File: src/rtl/sdo_emu_pkg.sv
package sdo_emu_pkg;

    // Frame phase of the serial sequencer
    typedef enum logic [1:0] {
        PH_IDLE = 2'd0,
        PH_LEAD = 2'd1,
        PH_DATA = 2'd2,
        PH_TAIL = 2'd3
    } phase_e;

endpackage

File: src/rtl/sdo_edge_sync.sv
module sdo_edge_sync #(
    parameter int   STAGES  = 2,
    parameter logic RST_VAL = 1'b1
) (
    input  logic clk,
    input  logic rst_n,
    input  logic din,
    output logic level,
    output logic fall
);

    // sh[STAGES-1] is the synchronised level, sh[STAGES] its previous value
    logic [STAGES:0] sh_d, sh_q;

    always_comb begin
        sh_d = {sh_q[STAGES-1:0], din};
    end

    always_ff @(posedge clk or negedge rst_n) begin
        if (!rst_n) sh_q <= {(STAGES+1){RST_VAL}};
        else        sh_q <= sh_d;
    end

    assign level = sh_q[STAGES-1];
    assign fall  = sh_q[STAGES] & ~sh_q[STAGES-1];

endmodule

File: src/rtl/sdo_sat_clip.sv
module sdo_sat_clip #(
    parameter int IN_W   = 18,
    parameter int DATA_W = 16
) (
    input  logic signed [IN_W-1:0]   din,
    output logic        [DATA_W-1:0] dout
);

    generate
        if (IN_W > DATA_W) begin : g_clamp
            localparam logic signed [IN_W-1:0] POS_LIM = IN_W'((1 << (DATA_W-1)) - 1);
            localparam logic signed [IN_W-1:0] NEG_LIM = IN_W'(-(1 << (DATA_W-1)));
            always_comb begin
                if (din > POS_LIM)      dout = {1'b0, {(DATA_W-1){1'b1}}};
                else if (din < NEG_LIM) dout = {1'b1, {(DATA_W-1){1'b0}}};
                else                    dout = din[DATA_W-1:0];
            end
        end else begin : g_pass
            // Narrower or equal input: sign extension cannot overflow
            assign dout = DATA_W'(din);
        end
    endgenerate

endmodule

File: src/rtl/sdo_frame_seq.sv
module sdo_frame_seq
    import sdo_emu_pkg::*;
#(
    parameter int DATA_W     = 16,
    parameter int LEAD_EDGES = 5     // must be at least 1
) (
    input  logic              clk,
    input  logic              rst_n,
    input  logic              cs_fall,
    input  logic              cs_high,
    input  logic              sclk_fall,
    input  logic [DATA_W-1:0] word_in,
    output logic              sdo,
    output logic              sdo_oe
);

    localparam int LAST_EDGE = LEAD_EDGES + DATA_W;
    localparam int CNT_MAX   = LAST_EDGE + 1;
    localparam int CNT_W     = $clog2(CNT_MAX + 1);
    localparam logic [CNT_W-1:0] LEAD_C = CNT_W'(LEAD_EDGES);
    localparam logic [CNT_W-1:0] LAST_C = CNT_W'(LAST_EDGE);
    localparam logic [CNT_W-1:0] MAX_C  = CNT_W'(CNT_MAX);

    typedef struct packed {
        phase_e             ph;
        logic [CNT_W-1:0]   cnt;
        logic [DATA_W-1:0]  shreg;
        logic               dout;
        logic               oe;
    } seq_st_t;

    localparam seq_st_t SEQ_RST = '{ph: PH_IDLE, cnt: '0, shreg: '0, dout: 1'b0, oe: 1'b0};

    seq_st_t          st_d, st_q;
    logic [CNT_W-1:0] nxt_cnt;

    always_comb begin
        st_d    = st_q;
        nxt_cnt = (st_q.cnt == MAX_C) ? st_q.cnt : st_q.cnt + 1'b1;
        if (cs_fall) begin
            st_d.ph    = PH_LEAD;
            st_d.cnt   = '0;
            st_d.shreg = word_in;
            st_d.dout  = 1'b0;
            st_d.oe    = 1'b0;
        end else if (cs_high) begin
            st_d = SEQ_RST;
        end else if (sclk_fall && (st_q.ph != PH_IDLE)) begin
            st_d.cnt = nxt_cnt;
            unique case (st_q.ph)
                PH_LEAD: begin
                    if (nxt_cnt == LEAD_C) begin
                        st_d.oe   = 1'b1;
                        st_d.dout = 1'b0;
                        st_d.ph   = PH_DATA;
                    end
                end
                PH_DATA: begin
                    st_d.dout  = st_q.shreg[DATA_W-1];
                    st_d.shreg = {st_q.shreg[DATA_W-2:0], 1'b0};
                    if (nxt_cnt == LAST_C) st_d.ph = PH_TAIL;
                end
                PH_TAIL: begin
                    st_d.dout = 1'b0;
                end
                default: begin
                end
            endcase
        end
    end

    always_ff @(posedge clk or negedge rst_n) begin
        if (!rst_n) st_q <= SEQ_RST;
        else        st_q <= st_d;
    end

    assign sdo    = st_q.dout;
    assign sdo_oe = st_q.oe;

    AST_IDLE_QUIET: assert property (@(posedge clk) disable iff (!rst_n)
        (st_q.ph == PH_IDLE) |-> (!st_q.oe && !st_q.dout));
    AST_ENABLE_AT_LEAD: assert property (@(posedge clk) disable iff (!rst_n)
        $rose(st_q.oe) |-> ((st_q.cnt == LEAD_C) && !st_q.dout));
    AST_CNT_IN_RANGE: assert property (@(posedge clk) disable iff (!rst_n)
        st_q.cnt <= MAX_C);
    AST_CNT_HOLDS_AT_MAX: assert property (@(posedge clk) disable iff (!rst_n)
        ((st_q.cnt == MAX_C) && !cs_fall && !cs_high) |=> (st_q.cnt == MAX_C));
    AST_TAIL_LOW: assert property (@(posedge clk) disable iff (!rst_n)
        (st_q.cnt > LAST_C) |-> (!st_q.dout && st_q.oe));

endmodule

File: src/rtl/sar_sdo_emulator.sv
module sar_sdo_emulator #(
    parameter int DATA_W      = 16,
    parameter int IN_W        = 18,
    parameter int LEAD_EDGES  = 5,
    parameter int SYNC_STAGES = 2
) (
    input  logic                   clk,
    input  logic                   rst_n,
    input  logic                   cs_n,
    input  logic                   sclk,
    input  logic signed [IN_W-1:0] sample_in,
    output logic                   sdo,
    output logic                   sdo_oe
);

    localparam int N_PINS = 2;   // index 0: chip select, index 1: serial clock

    logic [N_PINS-1:0] pin_raw, pin_lvl, pin_fall;
    logic [DATA_W-1:0] word;

    assign pin_raw = {sclk, cs_n};

    generate
        for (genvar g = 0; g < N_PINS; g++) begin : g_sync
            sdo_edge_sync #(
                .STAGES  (SYNC_STAGES),
                .RST_VAL (1'b1)
            ) i_sync (
                .clk   (clk),
                .rst_n (rst_n),
                .din   (pin_raw[g]),
                .level (pin_lvl[g]),
                .fall  (pin_fall[g])
            );
        end
    endgenerate

    sdo_sat_clip #(
        .IN_W   (IN_W),
        .DATA_W (DATA_W)
    ) i_clip (
        .din  (sample_in),
        .dout (word)
    );

    sdo_frame_seq #(
        .DATA_W     (DATA_W),
        .LEAD_EDGES (LEAD_EDGES)
    ) i_seq (
        .clk       (clk),
        .rst_n     (rst_n),
        .cs_fall   (pin_fall[0]),
        .cs_high   (pin_lvl[0]),
        .sclk_fall (pin_fall[1]),
        .word_in   (word),
        .sdo       (sdo),
        .sdo_oe    (sdo_oe)
    );

    AST_CS_RISE_DROPS_OE: assert property (@(posedge clk) disable iff (!rst_n)
        $rose(pin_lvl[0]) |=> !sdo_oe);
    AST_SCLK_HIGH_HOLDS: assert property (@(posedge clk) disable iff (!rst_n)
        (pin_lvl[1] && !pin_lvl[0]) |=> ($stable(sdo) && $stable(sdo_oe)));

    generate
        if (IN_W > DATA_W) begin : g_sat_chk
            localparam logic signed [IN_W-1:0] POS_LIM = IN_W'((1 << (DATA_W-1)) - 1);
            localparam logic signed [IN_W-1:0] NEG_LIM = IN_W'(-(1 << (DATA_W-1)));
            AST_SAT_HIGH: assert property (@(posedge clk) disable iff (!rst_n)
                (sample_in > POS_LIM) |-> (word == {1'b0, {(DATA_W-1){1'b1}}}));
            AST_SAT_LOW: assert property (@(posedge clk) disable iff (!rst_n)
                (sample_in < NEG_LIM) |-> (word == {1'b1, {(DATA_W-1){1'b0}}}));
        end
    endgenerate

endmodule

File: config.mk
export PLATFORM = sky130hd
export DESIGN_NAME = sar_sdo_emulator
export DESIGN_NICKNAME = d
export VERILOG_FILES = /design/src/rtl/sdo_emu_pkg.sv /design/src/rtl/sdo_edge_sync.sv /design/src/rtl/sdo_sat_clip.sv /design/src/rtl/sdo_frame_seq.sv /design/src/rtl/sar_sdo_emulator.sv
export SDC_FILE = /design/constraint.sdc
export NUM_CORES = 1
export LEC_CHECK = 0
export BUFFER_PORTS_ARGS = -buffer_cell sky130_fd_sc_hd__buf_2
export CAP_MARGIN = 20
export CELL_PAD_IN_SITES_DETAIL_PLACEMENT = 0
export CELL_PAD_IN_SITES_GLOBAL_PLACEMENT = 2
export CORE_ASPECT_RATIO = 2
export CORE_MARGIN = 4
export CORE_UTILIZATION = 30
export CTS_CLUSTER_DIAMETER = 120
export DETAILED_ROUTE_END_ITERATION = 8
export GPL_TIMING_DRIVEN = 0
export PLACE_DENSITY_LB_ADDON = 0.15
export SYNTH_ARGS = -nofsm -noshare
export SYNTH_HDL_FRONTEND = slang
export SYNTH_SLANG_ARGS = --single-unit
export TNS_END_PERCENT = 30
File: constraint.sdc
create_clock -name clk -period 3.3 [get_ports clk]
set_input_delay 0.165 -clock clk [delete_from_list [all_inputs] [get_ports clk]]
set_output_delay 0.165 -clock clk [all_outputs]
set_load 0.005 [all_outputs]
* After elaboration in Yosys (flattened, before gate mapping)
Cells that the tools add are included.
** Cells by class
- Add/sub/neg operators :: 1
- Magnitude comparators :: 2
- Equality and inequality tests :: 8
- Multiplexer cells :: 13
- Bitwise operators :: 4
- Reductions and logical operators :: 12
** Operator list (number)
- 25-bit two-way mux :: 3
- 16-bit two-way mux :: 3
- 18-bit by 16-bit > comparator with 1-bit output (second input constant) :: 1
- 18-bit by 16-bit less-than comparator with 1-bit output (second input constant) :: 1
- 3-bit nonzero test :: 4
- 5-bit == test (second input constant) :: 2
- 4-bit by 3-bit != test with 1-bit output (second input constant) :: 2
- 2-bit two-way mux :: 3
- 3-bit AND reduction :: 2
- 5-bit by 1-bit adder with 5-bit output (second input constant) :: 1
- 5-bit by 3-bit == test with 1-bit output (second input constant) :: 1
- 5-bit two-way mux :: 1
- 5-bit nonzero test :: 1
- 2-bit == test (second input constant) :: 2
- 2-bit one-hot mux with 2 select lines :: 1
- 4-bit AND reduction :: 1
- 4-bit nonzero test :: 1
- 1-bit one-hot mux with 3 select lines :: 1
- 1-bit bitwise AND :: 2
- 2-bit by 1-bit == test with 1-bit output (second input constant) :: 1
- 1-bit NOT :: 2
- 2-bit AND reduction :: 1
- 2-bit nonzero test :: 1
- 1-bit logical AND :: 1
- 1-bit two-way mux :: 1
** Storage, ports and cells
- Register bits after elaboration :: 31
- Bits of input ports :: 22
- Output and inout bits :: 2

* Longest topological paths before layout
Gate-level depths: netlist (run 1).
- Depth after elaboration :: 8
- Gate-level depth with buffers :: 8
- Depth with buffers taken out :: 7

* By module
A second synthesis (run 1) with hierarchy kept.
** Unflattened totals
- Cells, all modules :: 197
- Area, all modules :: 1830.5 um^2
** Modules (own cells, without submodules)
- sdo_frame_seq :: times used 1, cells each 135, area each 1318.8 um^2
- sdo_sat_clip :: times used 1, cells each 54, area each 326.6 um^2
- sdo_edge_sync :: times used 2, cells each 4, area each 92.6 um^2

* Worst setup path after synthesis (run 1)
No wires, ideal clock.
- Kind :: register to register
- Start point :: reg i_seq.st_q[18] (netlist bit)
- End point :: reg i_seq.st_q, in the netlist i_seq.sdo
- Library setup time :: 0.124 ns
- Data arrival time :: 1.793 ns
- Path slack :: 1.383 ns
- Stages on the path, launching flop included :: 8
- Buffers on the path :: 0
- Clock period less this slack :: 1.917 ns
- Path through :: dfrtp_1 inv_1 ha_1 and4b_4 mux2_4 a211oi_2 a21oi_2 o31a_1
** On the way
- Longest elaborated chain between the ends :: 5
- Elaborated cells on any way between the ends :: 6
** RTL lines
- start: declaration :: line sdo_frame_seq.sv:34 : seq_st_t st_d, st_q;
- start signal: assignment :: line sdo_frame_seq.sv:74 : else st_q <= st_d;
- 5-bit by 1-bit adder with 5-bit output or 5-bit == test (tied branches) :: line sdo_frame_seq.sv:39 : nxt_cnt = (st_q.cnt == MAX_C) ? st_q.cnt : st_q.cnt + 1'b1;
- 5-bit two-way mux * :: line sdo_frame_seq.sv:39
- 5-bit by 3-bit == test with 1-bit output * :: line sdo_frame_seq.sv:52 : if (nxt_cnt == LEAD_C) begin
- 4-bit by 3-bit != test with 1-bit output (no line) *
- 3-bit AND reduction (no line) *
Every way passes the cells marked *; elsewhere a longest branch is shown, timed or not.
A chain may end at the register's enable or synchronous reset.

* Worst setup path after layout (run 1)
- Start point :: reg i_seq.st_q[23] (netlist bit)
- End point :: reg i_seq.st_q[12] (netlist bit)
** On the way
- Longest elaborated chain between the ends :: 4
- Elaborated cells on any way between the ends :: 6
** RTL lines
- 2-bit nonzero test :: line sdo_frame_seq.sv:48 : end else if (sclk_fall && (st_q.ph != PH_IDLE)) begin
- 1-bit logical AND :: line sdo_frame_seq.sv:48
- 3-bit nonzero test (no line)
- 2-bit AND reduction (no line) *
Marks and branches as above.

==> flow_summary.json, run 1 <==
{
  "status": "complete, no violations",
  "syn_area_per_cell_um2": 9.28,
  "drc": 0,
  "vias_per_cell": 5.16,
  "cts_tree": "done",
  "initial_core_util": 0.310,
  "ys.warnings.count": 0,
  "path_max_fanout": 10,
  "finClkSkew_ns": 0.00516,
  "wire_per_inst_um": 14.1,
  "multiInputGateArea_um2": 759,
  "syn_to_final_growth_pct": 19.8,
  "synthSimpleGateAreaFrac": 0.186,
  "tns_ns": 0,
  "hpwl_um": 2840,
  "synth_cell_types": 35,
  "n_antenna_cell": 0,
  "fmax_mhz": 416,
  "rows": 37,
  "grt_max_degree": 32,
  "overflow": 0,
  "worst_ep_required_time_ns": 3.43,
  "grt_pass1_wl_um": 6510,
  "cp_slowest_cell": "clkbuf_1",
  "final_nets": 234,
  "cts_resized": 0,
  "synthesis.nets": 201,
  "crit_chain": "inv_1 -> ha_1 -> nor3b_1 -> nand2_1 -> nand2_1 -> clkbuf_1 -> clkbuf_1 -> a31oi_1",
  "slew_headroom": 0.524,
  "drive_above_1_share": 0.232,
  "hold_viol": 0,
  "yosysMostFrequentCell": "dfrtp_1",
  "setup_viol": 0,
  "die-area_um2": 6660,
  "cts_hold_buf": 3,
  "synth_area_leaders": "dfrtp_1 39%, dfstp_2 9.8%, a31oi_1 6.2%",
  "syn-instance-count": 173,
  "synth-compound-area-share": 0.184,
  "worstHoldPathType": "in -> reg",
  "fin_total_pwr_uw": 833,
  "critPathKind": "reg -> reg",
  "arrival_ns": 2.54,
  "ys_top_cells_by_count": "25 x dfrtp_1, 24 x nand2_1, 22 x nor2_1, 16 x a31oi_1, 15 x o21ai_0",
  "drt_pass1_iterations": 4,
  "cts_made_buffers": 5,
  "synth_top_family_by_area": "simple AND/OR/NAND/NOR gates",
  "min_period_ns": 2.40,
  "async_flop_share": 1.00,
  "ys_seq_area_frac": 0.488,
  "gp_congestion": 0.801,
  "cp_num_buf_inv": 3,
  "clk_pin_slew_ns": 0.06,
  "cts_root_buf": "clkbuf_8",
  "powerDensity_nw_per_um2": 433,
  "maxSlewViolCount": 0,
  "die_h_um": 111,
  "htreeDepth": 2,
  "ant_nets": 0,
  "cts_setup_buffers": 0,
  "die_x_um": 59.7,
  "synth_top_cell_by_area": "dfrtp_1",
  "worst_pin_slew_ns": 0.713,
  "synth_xor_area_frac": 0.0210,
  "p_leak_uw": 0.000843,
  "peakVddDrop_uv": 350,
  "synth_top_area_share": 0.390,
  "seqCellArea_um2": 783,
  "vias": 1368,
  "muxShareOfSynthArea": 0.0351,
  "gr-usage-all-layers": 0.126,
  "finalCritPeriodShare": 0.729,
  "max-cap-violations": 0,
  "drt_iter0_drc": 52,
  "end_kind": "register",
  "cts_buffer_depth": 2,
  "critPathLaunchType": "register",
  "core_um2": 5180,
  "grt_antenna_before_repair": 0,
  "synthAdderAreaFrac": 0.0468,
  "synth_edf_count": 0,
  "syn-cell-area_um2": 1610,
  "cts.sinks": 31,
  "design.portCount": 24,
  "synth-seq-cells": 31,
  "grt_pass1_vias": 1407,
  "routed_wl_um": 3750,
  "crit_family": "buffers and inverters",
  "clk_latency_ns": 0.27,
  "synth-main-ff-cell": "dfrtp_1",
  "rsz0062_at_grt": "false",
  "critPathMaxStageDelay_ns": 0.44,
  "port-buffer-count": 23,
  "fill_cells": 556
}
[per-layer routing]
| metal | wire length [um] | global-route usage |
|---|---|---|
| met1 | 1450 | 0.136 |
| met2 | 2100 | 0.225 |
| met3 | 123 | 0.0255 |
| met4 | 78 | 0.0533 |
| met5 | 0 | 0 |
[cell families after synthesis]
logic type / after synthesis
multiplexers: 5
XOR/XNOR: 3
buffers and inverters: 16
flip-flops: 31
adder cells (fa/ha/maj): 6
AND/OR/NAND/NOR: 65
AO/OA/AOI/OAI: 47
[stage by stage]
step           cell area (um2)  utilization  setup WS, ns  instances  hold WS, ns
2_1_floorplan             1610            -          1.38        173       -0.131
3_3_place_gp              1790        0.346         0.901        254        0.254
3_5_place_dp              1790        0.346         0.845        254        0.263
4_1_cts                   1920        0.371         0.825        265        0.139
5_1_grt                   1920        0.371         0.583        265        0.159
6_report                  1920        0.371         0.896        265        0.147
[where the power goes]
part,internal [uW],switching [uW],leakage [uW]
clock,190,136,0.0000515
sequential,408,15.0,0.000390
combinational,34.6,49.1,0.000401
total,633,200,0.000843
[final timing paths]
kind / startpoint / cells past startpoint / slack, ns / to
min reg2reg: g_sync[1].i_sync.sh_q[0]$_DFF_PN1_ / 0 / 0.35 / g_sync[1].i_sync.sh_q[1]$_DFF_PN1_
min in group asynchronous: rst_n / 2 / 0.48 / i_seq.st_q[12]$_DFFE_PN0P_
max reg2reg: i_seq.st_q[23]$_DFFE_PN0P_ / 8 / 0.90 / i_seq.st_q[12]$_DFFE_PN0P_
max in group asynchronous: rst_n / 2 / 2.37 / i_seq.st_q[6]$_DFFE_PN0P_
min: sample_in[0] / 3 / 0.15 / i_seq.st_q[2]$_DFFE_PN0P_
max: i_seq.st_q[23]$_DFFE_PN0P_ / 8 / 0.90 / i_seq.st_q[12]$_DFFE_PN0P_
[cell type report]
cell class / count / share of cell area
flip-flops and latches: 31 / 0.407
repair buffers: 26 / 0.0755
multi-input cells: 126 / 0.395
well taps: 58 / 0.0377
plain buffers: 11 / 0.0228
inverters: 5 / 0.00976
clock buffers: 8 / 0.0520
[registers in the layout, summed over array words and instances, names as in the netlist]
register / cells
g_sync.i_sync.sh_q: 6
i_seq.sdo: 1
i_seq.sdo_oe: 1
i_seq.st_q: 23
[worst register-to-register path: cells and delay by family (launching register included)]
kind / cells / cell delay, ns
buf+inv: 3 / 0.96
simple gates: 3 / 0.58
flops: 1 / 0.38
fa+ha+maj: 1 / 0.20
compound gates: 1 / 0.15
[layout by cell type (no fill, tap or decap)]
cell and count:
a211oi_1 1, a211oi_2 1, a21o_2 1, a21oi_1 7, a21oi_2 1, a311o_1 1, a31oi_1 16, a41oi_1 1
and2b_2 1, and4b_4 1, buf_2 25, clkbuf_1 10, clkbuf_8 7, dfrtp_1 25, dfstp_2 6, dlygate4sd3_1 3
ha_1 6, inv_1 5, mux2_2 1, mux2_4 1, mux2i_1 3, nand2_1 24, nand2b_1 1, nand3_1 4
nand4_1 5, nor2_1 22, nor3_1 2, nor3b_1 2, o2111a_1 1, o21ai_0 15, o31a_1 2, or2_2 1
or3_1 1, or3b_2 1, xnor2_1 1, xor2_1 1, xor2_2 1
No activity file was read; power rests on OpenSTA's default activity.
==> inputs of run 2 (changes only) <==
==> constraint.sdc (replaced) <==
create_clock -name clk -period 2.1 [get_ports clk]
set_input_delay 0.105 -clock clk [delete_from_list [all_inputs] [get_ports clk]]
set_output_delay 0.105 -clock clk [all_outputs]
set_load 0.005 [all_outputs]
==> run 2 against run 1 <==
Count of clock-buffer cells in the layout did not move. Non-clock buffer count up 2. Sequential power grew 57%. Clock skew is 0.00055 ns lower. Design area grew 3.3%. Global-route usage unchanged. Routed wire length rose by 2.1%. Maximum frequency rose by 18%. Critical endpoint is now i_seq.sdo$_DFFE_PN0P_. Largest cell class is now multi-input combinational cells. Highest routed layer unchanged.
==> flow_summary.json, run 2 (synthesis gave the netlist of run 1 again) <==
{
  "status": "complete, no violations",
  "max-cap-violations": 0,
  "rsz0062_at_grt": "false",
  "port-buffer-count": 23,
  "cts_made_buffers": 5,
  "powerDensity_nw_per_um2": 662,
  "p_leak_uw": 0.000859,
  "min_period_ns": 2.04,
  "cp_num_buf_inv": 1,
  "initial_core_util": 0.310,
  "met3WireLength_um": 99,
  "dpl-instance-area_um2": 1790,
  "wl_met1_um": 1510,
  "finClkSkew_ns": 0.00461,
  "highest_layer": "met4",
  "clk_latency_ns": 0.27,
  "cts.sinks": 31,
  "grt_pass1_wl_um": 6510,
  "post-route-util": 0.383,
  "r2r-start": "i_seq.st_q[18]$_DFFE_PN0P_",
  "crit_chain": "inv_2 -> ha_4 -> and4b_4 -> mux2_4 -> a211oi_4 -> a21oi_2 -> o31a_1",
  "cts_tree": "done",
  "largest_register_ffs": 23,
  "drc": 0,
  "critPathLaunchType": "register",
  "top_register": "i_seq.st_q",
  "n_antenna_cell": 0,
  "cts_buffer_depth": 2,
  "fin_total_pwr_uw": 1310,
  "cp_slowest_cell": "dfrtp_2",
  "dr_wl_met2_um": 2140,
  "worstHoldPathType": "in -> reg",
  "gp_congestion": 0.801,
  "rows": 37,
  "htreeDepth": 2,
  "path_max_fanout": 6,
  "end_kind": "register",
  "crit_family": "compound AO/OA/AOI/OAI gates",
  "maxSlewViolCount": 0,
  "worst_pin_slew_ns": 0.717,
  "dp_slack_ns": -0.355,
  "hpwl_um": 2840,
  "multiInputGateArea_um2": 798,
  "drive_above_1_share": 0.273,
  "setup_ws_ns": 0.0590,
  "wire_per_inst_um": 14.3,
  "fin_area_um2": 1990,
  "peakVddDrop_uv": 551,
  "clk_pin_slew_ns": 0.07,
  "fill_cells": 550,
  "grt_max_degree": 32,
  "fmax_mhz": 490,
  "design.portCount": 24,
  "ant_nets": 0,
  "die_h_um": 111,
  "critPathKind": "reg -> reg",
  "critPathMaxStageDelay_ns": 0.45,
  "routed_wl_um": 3830,
  "setup_viol": 0,
  "slew_headroom": 0.522,
  "vias": 1365,
  "drt_pass1_iterations": 4,
  "vias_per_cell": 5.11,
  "largestRegisters": "i_seq.st_q: 23 flops, g_sync.i_sync.sh_q: 6 flops",
  "grt_pass1_vias": 1407,
  "hold_viol": 0,
  "finalCritPeriodShare": 0.972,
  "drt_iter0_drc": 52,
  "startpoint": "i_seq.st_q[18]$_DFFE_PN0P_",
  "worst_ep_required_time_ns": 2.26,
  "holdCritStartpoint": "sample_in[0]",
  "grt_antenna_before_repair": 0,
  "syn_to_final_growth_pct": 23.7,
  "gr-usage-all-layers": 0.126,
  "die_x_um": 59.7,
  "core_um2": 5180,
  "final_nets": 236,
  "arrival_ns": 2.20,
  "die-area_um2": 6660,
  "whs_ns": 0.0870,
  "overflow": 0,
  "cts_root_buf": "clkbuf_8",
  "seqCellArea_um2": 785,
  "layout_common_cells": "24 x nand2_1, 24 x buf_2, 24 x dfrtp_1"
}
==> run 2: cell count changes in the layout (fill, tap and decap cells not counted), sizes merged <==
cell and delta:
buf +2
==> run 2: routing by layer <==
| layer | vias up | global-route usage |
|---|---|---|
| met3 | 5 | 0.0255 |
| li1 | 676 | - |
| met5 | - | 0 |
| met1 | 661 | 0.136 |
| met4 | 0 | 0.0533 |
| met2 | 23 | 0.225 |
==> run 2: area by class of cell <==
cell class	count	area share
buffer	11	0.0258
clock buffer	8	0.0504
inverter	5	0.00945
multi-input combinational	126	0.402
sequential	31	0.395
tap	58	0.0365
timing repair buffer	28	0.0807
==> run 2: worst min-delay path, delay by kind of cell <==
kind                   cells  cell delay, ns
buffers and inverters      1            0.07
AOI/OAI and AO/OA          1            0.08
and+or+nand+nor            1            0.07
==> run 2: through the flow <==
stage,std cells,TNS (ns)
3_3_place_gp,254,-2.95
2_1_floorplan,173,0
5_1_grt,267,0
3_5_place_dp,254,-3.56
4_1_cts,265,0
6_report,267,0
==> run 2: final timing paths <==
| path | endpoint | slack [ns] | depth (start not counted) |
|---|---|---|---|
| max | i_seq.sdo$_DFFE_PN0P_ | 0.06 | 7 |
| min | i_seq.st_q[2]$_DFFE_PN0P_ | 0.09 | 3 |
| max reg2reg | i_seq.sdo$_DFFE_PN0P_ | 0.06 | 7 |
| min reg2reg | g_sync[1].i_sync.sh_q[1]$_DFF_PN1_ | 0.35 | 0 |
| max in group asynchronous | i_seq.st_q[18]$_DFFE_PN0P_ | 1.18 | 2 |
| min in group asynchronous | i_seq.st_q[12]$_DFFE_PN0P_ | 0.42 | 2 |
==> run 2: timing repair <==
action | in CTS | in global routing
setup endpoints to repair | 14 | 13
pin swaps | 0 | 2
hold buffers | 3 | 0
resized for setup | 4 | 10
buffers inserted | 0 | 2
hold endpoints to repair | 27 | 0
==> run 2: power by group <==
group          total, uW  leakage (uW)  internal [uW]  switching (uW)
sequential           666      0.000388            642            24.1
combinational        136      0.000419           57.1            78.5
clock                513     0.0000515            299             214
total               1310      0.000859            998             317
==> inputs of run 3 (changes only) <==
--- a/config.mk
+++ b/config.mk
@@ -13,9 +13,11 @@
 export CORE_MARGIN = 4
 export CORE_UTILIZATION = 30
 export CTS_CLUSTER_DIAMETER = 120
+export CTS_CLUSTER_SIZE = 14
 export DETAILED_ROUTE_END_ITERATION = 8
 export GPL_TIMING_DRIVEN = 0
 export PLACE_DENSITY_LB_ADDON = 0.15
+export REMOVE_ABC_BUFFERS = 1
 export SYNTH_ARGS = -nofsm -noshare
 export SYNTH_HDL_FRONTEND = slang
 export SYNTH_SLANG_ARGS = --single-unit
==> run 3 against run 2 <==
Sequential power hardly changed. Routed wire length is 1.3% lower. First-iteration DRC count is 9.6% higher. Via count is 2.9% lower. Design area is 1.0% higher. Critical path type unchanged.
==> flow_summary.json, run 3 (synthesis gave the netlist of run 1 again) <==
{
  "tns_ns": 0,
  "met3WireLength_um": 84,
  "crit_chain": "inv_2 -> ha_4 -> and4b_4 -> mux2_4 -> a211oi_4 -> a21oi_2 -> o31a_1",
  "cts_root_buf": "clkbuf_8",
  "clk_pin_slew_ns": 0.08,
  "hold_viol": 0,
  "setup_viol": 0,
  "dr_wl_met2_um": 2220,
  "p_leak_uw": 0.000869,
  "layout_common_cells": "23 x nand2_1, 23 x dfrtp_1, 23 x buf_2",
  "routed_wl_um": 3780,
  "wl_met1_um": 1410,
  "clkPwrFrac": 0.471,
  "gr-usage-all-layers": 0.126,
  "cts_buffer_depth": 2,
  "drive_above_1_share": 0.297,
  "powerDensity_nw_per_um2": 752,
  "fin_area_um2": 2010,
  "overflow": 0,
  "final_nets": 229,
  "min_path_cells": 3,
  "finalCritPeriodShare": 0.963,
  "peakVddDrop_uv": 415,
  "crit_family": "compound AO/OA/AOI/OAI gates",
  "die-area_um2": 6660,
  "grt_antenna_before_repair": 0,
  "hold_end": "i_seq.st_q[2]$_DFFE_PN0P_",
  "cts.sinks": 31,
  "rsz0062_at_grt": "true",
  "worst-r2r-setup-slack_ns": 0.08,
  "worst_pin_slew_ns": 0.819,
  "dpl-instance-area_um2": 1760,
  "largestRegisters": "i_seq.st_q: 23 flops, g_sync.i_sync.sh_q: 6 flops",
  "worst_ep_required_time_ns": 2.26,
  "finClkSkew_ns": 0.00773,
  "highest_layer": "met4",
  "fin_total_pwr_uw": 1510,
  "power.switching_uw": 336,
  "n_antenna_cell": 0,
  "drt_iter0_drc": 57,
  "design.portCount": 24,
  "power_frac_seq": 0.441,
  "grt_pass1_wl_um": 6350,
  "largest_register_ffs": 23,
  "worstHoldPathType": "in -> reg",
  "core_um2": 5180,
  "critPathLaunchType": "register",
  "p_int_uw": 1170,
  "comb_power_share": 0.088,
  "cp_num_buf_inv": 1,
  "slew_headroom": 0.452,
  "reg2regPathDepth": 7,
  "critPathKind": "reg -> reg",
  "clk_latency_ns": 0.28,
  "whs_ns": 0.0833,
  "vias": 1325,
  "maxSlewViolCount": 0,
  "grt_pass1_vias": 1355,
  "end_kind": "register",
  "rows": 37,
  "drt_pass1_iterations": 4,
  "die_x_um": 59.7,
  "wire_per_inst_um": 14.5,
  "grt_max_degree": 32,
  "htreeDepth": 2,
  "p_sw_frac": 0.223,
  "top_register": "i_seq.st_q",
  "status": "complete, no violations",
  "path_max_fanout": 5,
  "ant_nets": 0,
  "max-cap-violations": 0,
  "initial_core_util": 0.310,
  "syn_to_final_growth_pct": 24.9,
  "r2r-start": "i_seq.st_q[18]$_DFFE_PN0P_",
  "cp_slowest_cell": "dfrtp_2",
  "arrival_ns": 2.19,
  "reg2reg_to": "i_seq.sdo$_DFFE_PN0P_",
  "vias_per_cell": 5.10,
  "cts_made_buffers": 5,
  "drc": 0,
  "holdCritStartpoint": "sample_in[0]",
  "die_h_um": 111,
  "fmax_mhz": 494,
  "critPathMaxStageDelay_ns": 0.43,
  "min_period_ns": 2.02,
  "hpwl_um": 2800,
  "gp_congestion": 0.750,
  "cts_tree": "done",
  "port-buffer-count": 23
}
## run 3: changes by cell type in the layout (fill, tap and decap cells not counted), sizes merged
cell | previous run | this run
bufinv | 0 | 2
buf | 27 | 29
clkinvlp | 0 | 1
clkbuf | 17 | 5
## run 3: cell type report
| cell class | instances | area (um2) |
|---|---|---|
| inverter | 5 | 18.8 |
| fill | 556 | 3180 |
| tap | 58 | 72.6 |
| sequential | 31 | 786 |
| clock inverter | 3 | 67.6 |
| multi-input combinational | 126 | 802 |
| timing repair buffer | 32 | 190 |
| clock buffer | 5 | 68.8 |
## run 3: what timing repair did
action,CTS,global route
endpoints found under the hold margin,27,0
endpoints found under the setup margin,19,10
setup buffers,0,4
gates resized for setup,5,6
pin swaps,0,2
hold buffers,3,0
## run 3: worst max path at each step
| stage | from | end | slack (ns) | depth (start not counted) |
|---|---|---|---|---|
| 2_1_floorplan | i_seq.st_q[23]$_DFFE_PN0P_ | i_seq.st_q[17]$_DFFE_PN0P_ | -0.39 | 6 |
| 3_3_place_gp | i_seq.st_q[23]$_DFFE_PN0P_ | i_seq.st_q[17]$_DFFE_PN0P_ | -1.19 | 6 |
| 3_5_place_dp | i_seq.st_q[23]$_DFFE_PN0P_ | i_seq.st_q[17]$_DFFE_PN0P_ | -0.57 | 6 |
| 4_1_cts | i_seq.st_q[18]$_DFFE_PN0P_ | i_seq.sdo$_DFFE_PN0P_ | 0.003 | 7 |
| 5_1_grt | i_seq.st_q[24]$_DFFE_PN0P_ | i_seq.st_q[21]$_DFFE_PN0P_ | -0.07 | 7 |
| 6_report | i_seq.st_q[18]$_DFFE_PN0P_ | i_seq.sdo$_DFFE_PN0P_ | 0.08 | 7 |
## run 3: power by group through the flow
stage / sequential [uW] / combinational [uW] / clock (uW)
final: 665 / 133 / 710
after global routing: 672 / 153 / 759
after CTS: 666 / 134 / 734
after detailed placement: 676 / 127 / 0
after global placement: 675 / 122 / 0
after floorplan: 669 / 72.3 / 0
## run 3: through the flow
| stage | worst slack (ns) | util | instances |
|---|---|---|---|
| 4_1_cts | 0.00323 | 0.377 | 256 |
| 3_3_place_gp | -1.19 | 0.337 | 243 |
| 3_5_place_dp | -0.567 | 0.340 | 245 |
| 5_1_grt | -0.0651 | 0.387 | 260 |
| 2_1_floorplan | -0.393 | - | 162 |
| 6_report | 0.0772 | 0.387 | 260 |
## run 3: per-layer routing
layer | track usage | vias to the layer above
met3 | 0.0209 | 4
met5 | 0 | -
met1 | 0.133 | 640
met2 | 0.229 | 17
li1 | - | 664
met4 | 0.0577 | 0
## run 3: tightest hold or removal path, stage by stage
cell,delay [ns]
buf_2,0.07
o21ai_0,0.08
nand2_1,0.07
